===== src/rtl/gpio_pkg.sv =====
package gpio_pkg;

    localparam int PW     = 8;
    localparam int NPORT  = 8;
    localparam int NPIN   = PW * NPORT;
    localparam int AW     = 8;
    localparam int ASEL_W = $clog2(NPORT);

    localparam logic [AW-1:0] PULL_A_ADDR = 8'h16;
    localparam logic [AW-1:0] PULL_B_ADDR = 8'h17;
    localparam logic [PW-1:0] PULL_MASK   = 8'h1F;

    typedef enum logic [1:0] {
        DIR_PIN  = 2'd0,
        DIR_PORT = 2'd1,
        DIR_NONE = 2'd2
    } dir_kind_e;

    function automatic dir_kind_e port_kind(input int p);
        if (p == 0 || p == 1) return DIR_PORT;
        if (p == 3)           return DIR_NONE;
        return DIR_PIN;
    endfunction

    // bit positions that exist on the port
    function automatic logic [PW-1:0] port_present(input int p);
        if (p == 6 || p == 7) return 8'h03;
        return 8'hFF;
    endfunction

    // bit positions that are able to drive their pad
    function automatic logic [PW-1:0] port_drivable(input int p);
        if (p == 3) return 8'h00;
        if (p == 4) return 8'hFE;
        return port_present(p);
    endfunction

    function automatic int pin_idx(input int p, input int b);
        return p * PW + b;
    endfunction

endpackage


===== src/rtl/gpio_sync.sv =====
module gpio_sync #(
    parameter int W      = 8,
    parameter int STAGES = 2
) (
    input  logic         clk,
    input  logic         rst_n,
    input  logic [W-1:0] d_i,
    output logic [W-1:0] q_o
);

    logic [STAGES-1:0][W-1:0] stage_q;

    always_ff @(posedge clk or negedge rst_n) begin
        if (!rst_n) begin
            stage_q <= '0;
        end else begin
            stage_q <= {stage_q[STAGES-2:0], d_i};
        end
    end

    assign q_o = stage_q[STAGES-1];

endmodule


===== src/rtl/gpio_port.sv =====
module gpio_port
    import gpio_pkg::*;
#(
    parameter dir_kind_e       KIND    = DIR_PIN,
    parameter logic [PW-1:0]   PRESENT = 8'hFF,
    parameter logic [PW-1:0]   DRV     = 8'hFF
) (
    input  logic          clk,
    input  logic          rst_n,
    input  logic          data_we,
    input  logic          dir_we,
    input  logic [PW-1:0] wdata,
    input  logic [PW-1:0] pin_sync,
    output logic [PW-1:0] pin_out,
    output logic [PW-1:0] pin_oe,
    output logic [PW-1:0] rd_data,
    output logic [PW-1:0] rd_dir
);

    localparam logic [PW-1:0] DIR_STORE =
        (KIND == DIR_PIN)  ? DRV :
        (KIND == DIR_PORT) ? {{(PW-1){1'b0}}, 1'b1} : '0;

    logic [PW-1:0] latch_q;
    logic [PW-1:0] dir_q;

    always_ff @(posedge clk or negedge rst_n) begin
        if (!rst_n) begin
            latch_q <= '0;
        end else if (data_we) begin
            latch_q <= wdata & DRV;
        end
    end

    always_ff @(posedge clk or negedge rst_n) begin
        if (!rst_n) begin
            dir_q <= '0;
        end else if (dir_we) begin
            dir_q <= wdata & DIR_STORE;
        end
    end

    generate
        if (KIND == DIR_PORT) begin : g_whole
            assign pin_oe = {PW{dir_q[0]}} & DRV;
        end else begin : g_each
            assign pin_oe = dir_q;
        end
    endgenerate

    assign pin_out = latch_q;
    assign rd_dir  = dir_q;
    assign rd_data = ((latch_q & pin_oe) | (pin_sync & ~pin_oe)) & PRESENT;

endmodule


===== src/rtl/gpio_pull.sv =====
module gpio_pull
    import gpio_pkg::*;
(
    input  logic            clk,
    input  logic            rst_n,
    input  logic            we_a,
    input  logic            we_b,
    input  logic [PW-1:0]   wdata,
    input  logic [NPIN-1:0] oe,
    output logic [NPIN-1:0] pu,
    output logic [NPIN-1:0] pd,
    output logic [PW-1:0]   rd_a,
    output logic [PW-1:0]   rd_b
);

    logic [PW-1:0]   a_q, b_q;
    logic [NPIN-1:0] pu_req, pd_req;

    always_ff @(posedge clk or negedge rst_n) begin
        if (!rst_n) begin
            a_q <= '0;
            b_q <= '0;
        end else begin
            if (we_a) a_q <= wdata & PULL_MASK;
            if (we_b) b_q <= wdata & PULL_MASK;
        end
    end

    always_comb begin
        pu_req = '0;
        pd_req = '0;
        // register A: mixed polarity, one whole group per bit
        pd_req[pin_idx(0, 0) +: 8] = {8{a_q[0]}};
        pd_req[pin_idx(1, 0) +: 8] = {8{a_q[1]}};
        pu_req[pin_idx(2, 0) +: 8] = {8{a_q[2]}};
        pd_req[pin_idx(3, 0) +: 8] = {8{a_q[3]}};
        pu_req[pin_idx(7, 0) +: 2] = {2{a_q[4]}};
        // register B: pull-ups only; port 4 bit 0 has no control
        pu_req[pin_idx(4, 1) +: 3] = {3{b_q[0]}};
        pu_req[pin_idx(4, 4) +: 4] = {4{b_q[1]}};
        pu_req[pin_idx(5, 0) +: 4] = {4{b_q[2]}};
        pu_req[pin_idx(5, 4) +: 4] = {4{b_q[3]}};
        pu_req[pin_idx(6, 0) +: 2] = {2{b_q[4]}};
    end

    assign pu   = pu_req & ~oe;
    assign pd   = pd_req & ~oe;
    assign rd_a = a_q;
    assign rd_b = b_q;

endmodule


===== src/rtl/gpio_ctrl.sv =====
module gpio_ctrl
    import gpio_pkg::*;
#(
    parameter int SYNC_STAGES = 2
) (
    input  logic            clk,
    input  logic            rst_n,
    input  logic            wr_en,
    input  logic [AW-1:0]   addr,
    input  logic [PW-1:0]   wdata,
    output logic [PW-1:0]   rdata,
    input  logic [NPIN-1:0] pad_in,
    output logic [NPIN-1:0] pad_out,
    output logic [NPIN-1:0] pad_oe,
    output logic [NPIN-1:0] pad_pu,
    output logic [NPIN-1:0] pad_pd
);

    localparam logic [AW-1:0] PORT_SPAN = AW'(2 * NPORT);

    logic [NPIN-1:0] pin_sync;
    logic [PW-1:0]   port_rd  [NPORT];
    logic [PW-1:0]   port_dir [NPORT];
    logic [PW-1:0]   pull_rd_a, pull_rd_b;

    gpio_sync #(
        .W      (NPIN),
        .STAGES (SYNC_STAGES)
    ) u_sync (
        .clk   (clk),
        .rst_n (rst_n),
        .d_i   (pad_in),
        .q_o   (pin_sync)
    );

    generate
        for (genvar p = 0; p < NPORT; p++) begin : g_port
            localparam logic [AW-1:0] DATA_ADDR = AW'(2 * p);
            localparam logic [AW-1:0] DIR_ADDR  = AW'(2 * p + 1);

            gpio_port #(
                .KIND    (port_kind(p)),
                .PRESENT (port_present(p)),
                .DRV     (port_drivable(p))
            ) u_port (
                .clk      (clk),
                .rst_n    (rst_n),
                .data_we  (wr_en && (addr == DATA_ADDR)),
                .dir_we   (wr_en && (addr == DIR_ADDR)),
                .wdata    (wdata),
                .pin_sync (pin_sync[p*PW +: PW]),
                .pin_out  (pad_out[p*PW +: PW]),
                .pin_oe   (pad_oe[p*PW +: PW]),
                .rd_data  (port_rd[p]),
                .rd_dir   (port_dir[p])
            );
        end
    endgenerate

    gpio_pull u_pull (
        .clk   (clk),
        .rst_n (rst_n),
        .we_a  (wr_en && (addr == PULL_A_ADDR)),
        .we_b  (wr_en && (addr == PULL_B_ADDR)),
        .wdata (wdata),
        .oe    (pad_oe),
        .pu    (pad_pu),
        .pd    (pad_pd),
        .rd_a  (pull_rd_a),
        .rd_b  (pull_rd_b)
    );

    always_comb begin
        rdata = '0;
        if (addr < PORT_SPAN) begin
            rdata = addr[0] ? port_dir[addr[ASEL_W:1]] : port_rd[addr[ASEL_W:1]];
        end else if (addr == PULL_A_ADDR) begin
            rdata = pull_rd_a;
        end else if (addr == PULL_B_ADDR) begin
            rdata = pull_rd_b;
        end
    end

endmodule


===== config.mk =====
export PLATFORM = sky130hd
export DESIGN_NAME = gpio_ctrl
export DESIGN_NICKNAME = d
export VERILOG_FILES = /design/src/rtl/gpio_pkg.sv /design/src/rtl/gpio_sync.sv /design/src/rtl/gpio_port.sv /design/src/rtl/gpio_pull.sv /design/src/rtl/gpio_ctrl.sv
export SDC_FILE = /design/constraint.sdc
export NUM_CORES = 1
export LEC_CHECK = 0
export ABC_AREA = 0
export BUFFER_PORTS_ARGS = -buffer_cell sky130_fd_sc_hd__buf_4
export CORE_AREA = 2 2 149 151
export CTS_BUF_LIST = sky130_fd_sc_hd__clkbuf_4
export CTS_CLUSTER_DIAMETER = 80
export CTS_CLUSTER_SIZE = 8
export DETAILED_ROUTE_END_ITERATION = 8
export DIE_AREA = 0 0 151 153
export GPL_TIMING_DRIVEN = 0
export PLACE_DENSITY = 0.72
export SYNTH_ARGS = -nofsm -noshare
export SYNTH_HDL_FRONTEND = slang
export SYNTH_SLANG_ARGS = --single-unit

===== constraint.sdc =====
create_clock -name clk -period 2.1 [get_ports clk]
set_input_delay 0.42 -clock clk [delete_from_list [all_inputs] [get_ports clk]]
set_output_delay 0.42 -clock clk [all_outputs]
set_load 0.1 [all_outputs]

==> out/results.txt <==
In this run, synthesis produced a sequential element count of 186. The quantity of I/O buffers inserted on ports was 209; the top-area cell type share of the netlist area was 54.83%. The final-report hold violation count is 0, and the total of max-cap violations is 0. The worst slew margin relative to its limit is 42.30%.

During I/O placement, the number of pins put on the boundary was 347. Walking the worst path, the cells encountered are bufbuf_16, mux2i_2, o32ai_2, nor4_2, a31oi_4, buf_12. Yosys mapped a number of flops with a built-in enable equal to 0. The clock net in this run drives a total of 186 sinks. Counting the buffers created by CTS gives 17. The required time of the worst setup path is 1680 ps. The run gives 6345 as the via count of the first global-routing pass.

The tightest min-delay check is of the in -> reg type. For this run, design rule violations remaining after detail routing come to 0. The total area inside the core boundary comes to 21490 um2. The multi-input logic area is 3338 um2. The main flop type after synthesis was sky130_fd_sc_hd__dfrtp_1.

The via-per-instance ratio came out at 4.578. The most used standard cell by instance count after synthesis was sky130_fd_sc_hd__dfrtp_1. In this run the vertical extent of the chip is 153 um. Summed over all instances, the cell type with the most area after synthesis is sky130_fd_sc_hd__dfrtp_1. For the starting density of the core, the log shows 39.51%. TritonCTS built the clock tree. In this run the cell area of the synthesized design comes to 8488 um2.

Detailed routing inserted a total of 6345 vias. Detailed placement ended at an HPWL of 18360 um. The type of the worst setup path was reg -> out.

The worst setup path is captured at an output pin. Synthesis instantiated 50 different standard cells from the library. After synthesis, the cell types taking the most area are sky130_fd_sc_hd__dfrtp_1, sky130_fd_sc_hd__buf_4, sky130_fd_sc_hd__mux2_2. Dividing total power by cell area gives a power density of 709.1 nW/um2. The floorplan step defined a die boundary enclosing 23100 um2. Compared with the post-synthesis result, the final layout area differs by 54.11%. In this run the remaining antenna-violating nets after routing total 0.

Setup violations remaining at the end of the flow were counted as 24. The critical path's slowest cell is sky130_fd_sc_hd__dfrtp_4. IR analysis of the VDD net gives a maximum drop of 0.4613 mV. For this block, the initial DRC count from the detailed router was 383. Horizontal die dimension: 151 um. The commonest cells after synthesis are sky130_fd_sc_hd__dfrtp_1, sky130_fd_sc_hd__buf_4, sky130_fd_sc_hd__mux2_2. For this run, the number of Yosys warnings is 0. Entering global routing, the biggest net connects 117 pins. The fraction of final layout cells with drive strength greater than 1 is 59.73%, and the sequential element share of the synthesized area is 54.83%. The standard cell area after detailed placement was 11360 um2. For the critical path arrival, the log shows 2340 ps. The number of max-slew violations in the final report is 0. Clock latency at the later pin of the worst-skew pair: 590 ps.

The checks that failed: setup timing. In the final layout, flip-flops and latches occupy 4747 um2. The register clock-pin slew on the reported worst setup and hold paths is 150 ps, and the final global-route overflow total is 0. The first global-routing pass estimated 38180 um of wire. The design area is 13080 um2.

Averaged over all synthesized cells, the footprint is 12.65 um2. The minimum period implied by the final worst setup slack was 2758 ps; the routed wire length per instance was 18.44 um. The tools report the fmax as 362.5 MHz. Across every metal layer, demand over resource in global routing totals 22.36%.

The static power due to leakage is 6.389 nW, and the final sum of negative setup slack is -8054 ps. The floorplan has 54 rows. Setup repair after global routing could not meet its margin everywhere.

At the end of routability-driven placement, the weighted congestion stood at 0.8855. For the final database, setup skew stands at 18.74 ps. At the end of the flow, the number of nets in the layout was 1175.

For the maximum buffer depth of the clock tree, the log shows 2. The flow ran to the end, but the final reports show violations. For the number of inserted filler cells in the final layout, the log shows 1704. The worst setup path is launched from a flip-flop. Synthesis handed over a netlist of 671 instances. Along the worst path, the maximum fanout reaches 4.

After layout, the worst path uses 131.4% of the clock period. The cell sitting at the root of the clock tree is a sky130_fd_sc_hd__clkbuf_4. The delay contributed by the slowest stage of the critical path was 540 ps. For this block, the routed nets add up to 25560 um of wire.

The run gives 1 as the initial antenna violation count. The first detailed-routing pass ran for 5 iterations. For the pin with the worst max-slew slack, the measured transition is 865.5 ps. The post-synthesis async set-or-reset flop share was 100.0%. The logs give 4 for the count of H-tree levels built during CTS and -856.4 ps for the worst slack at placement. For this run, the share of the core covered by cells in the final layout is 60.88%.

Final setup slack of the worst path: -658.4 ps.
## final cells by class
type | count | share of cell area, %
clock inverters | 14 | 1.368
multi-input cells | 422 | 25.52
diodes | 1 | 0.01913
flip-flops and latches | 186 | 36.29
clock buffers | 18 | 1.033
repair buffers | 284 | 21.88
plain buffers | 179 | 11.15
inverters | 2 | 0.05739
well taps | 280 | 2.678
## routing by layer
metal | wire (um) | global-route usage (%) | up-vias | part of all wire, %
met1 | 10400 | 29.26 | 3103 | 41
met4 | 487 | 5.919 | 0 | 1.9
met2 | 12730 | 37.16 | 309 | 50
met5 | 0 | 0 | - | 0
met3 | 1945 | 5.493 | 44 | 7.6
li1 | - | - | 2889 | -
## path summary, 6_finish.rpt
check                                            from                          to  slack [ps]  depth (start not counted)
setup / recovery           g_port[1].u_port.rd_dir[0]                    rdata[1]        -660                          6
hold / removal                               wdata[1]  g_port[5].u_port.pin_oe[1]         100                          2
setup reg to reg           g_port[0].u_port.rd_dir[0]  g_port[0].u_port.rd_dir[0]         780                          4
hold reg to reg                    u_sync.stage_q[46]              u_sync.q_o[46]         360                          0
max in group asynchronous                       rst_n  g_port[4].u_port.pin_oe[3]         800                          3
min in group asynchronous                       rst_n          u_sync.stage_q[33]         470                          2
## logic make-up after synthesis
group / after synthesis / synth area share, %
simple gates: 115 / 7.901
mux: 141 / 18.32
other cells: 1 / 0.04418
flops: 186 / 54.83
compound gates: 47 / 3.833
buf+inv: 181 / 15.06
## flip-flops by register name (all words and copies together) (netlist names)
register,flops
g_port.u_port.pin_out,43
u_sync.q_o,52
g_port.u_port.rd_dir,2
u_sync.stage_q,52
u_pull.rd_a,5
g_port.u_port.pin_oe,27
u_pull.rd_b,5
## stage by stage
step / cells / hold slack, ps / power, mW
3_3_place_gp: 1278 / 331.6 / 6.912
6_report: 1386 / 97.43 / 9.276
2_1_floorplan: 789 / 124.4 / 6.374
5_1_grt: 1386 / 44.54 / 9.633
4_1_cts: 1383 / 59.53 / 9.295
3_5_place_dp: 1279 / 334.7 / 6.939
## critical path: cells and delay by family (launching register included)
kind / cells / cell delay [ps]
buffers and inverters: 2 / 470
DFF: 1 / 540
and+or+nand+nor: 1 / 240
muxes: 1 / 230
AOI/OAI and AO/OA: 2 / 250
## layout by cell type, fill, tap and decap left out, types with 5 or more instances in the layout
cell                            count
sky130_fd_sc_hd__buf_4            314
sky130_fd_sc_hd__dfrtp_1          124
sky130_fd_sc_hd__conb_1           119
sky130_fd_sc_hd__mux2_2            93
sky130_fd_sc_hd__dfrtp_2           56
sky130_fd_sc_hd__dlygate4sd3_1     53
sky130_fd_sc_hd__buf_12            46
sky130_fd_sc_hd__mux2i_1           42
sky130_fd_sc_hd__nand2_1           28
sky130_fd_sc_hd__buf_6             27
sky130_fd_sc_hd__nor2b_2           22
sky130_fd_sc_hd__clkbuf_4          20
sky130_fd_sc_hd__nor2_1            10
sky130_fd_sc_hd__nor2b_4            8
sky130_fd_sc_hd__a21oi_1            7
sky130_fd_sc_hd__buf_2              6
sky130_fd_sc_hd__o21ai_0            6
sky130_fd_sc_hd__inv_6              6
sky130_fd_sc_hd__dfrtp_4            6
sky130_fd_sc_hd__clkbuf_1           5
sky130_fd_sc_hd__nand2b_1           5
sky130_fd_sc_hd__o211ai_1           5
sky130_fd_sc_hd__nand3_1            5
## power by group
| group | switching [mW] | leakage (nW) | total (mW) | internal (mW) |
|---|---|---|---|---|
| Combinational | 2.40 | 3.98 | 3.24 | 0.846 |
| Sequential | 0.124 | 2.24 | 3.89 | 3.77 |
| Clock | 1.27 | 0.167 | 2.14 | 0.865 |
| Total | 3.80 | 6.39 | 9.28 | 5.48 |
## what timing repair did
item                                    CTS  global route
hold buffers                             53             0
pin swaps                                 7             7
buffers inserted                         17             3
gates resized for setup                 125            35
hold endpoints to repair                167             0
endpoints found under the setup margin   41            49
cloned                                    2             0
No activity file was read; power rests on OpenSTA's default activity.
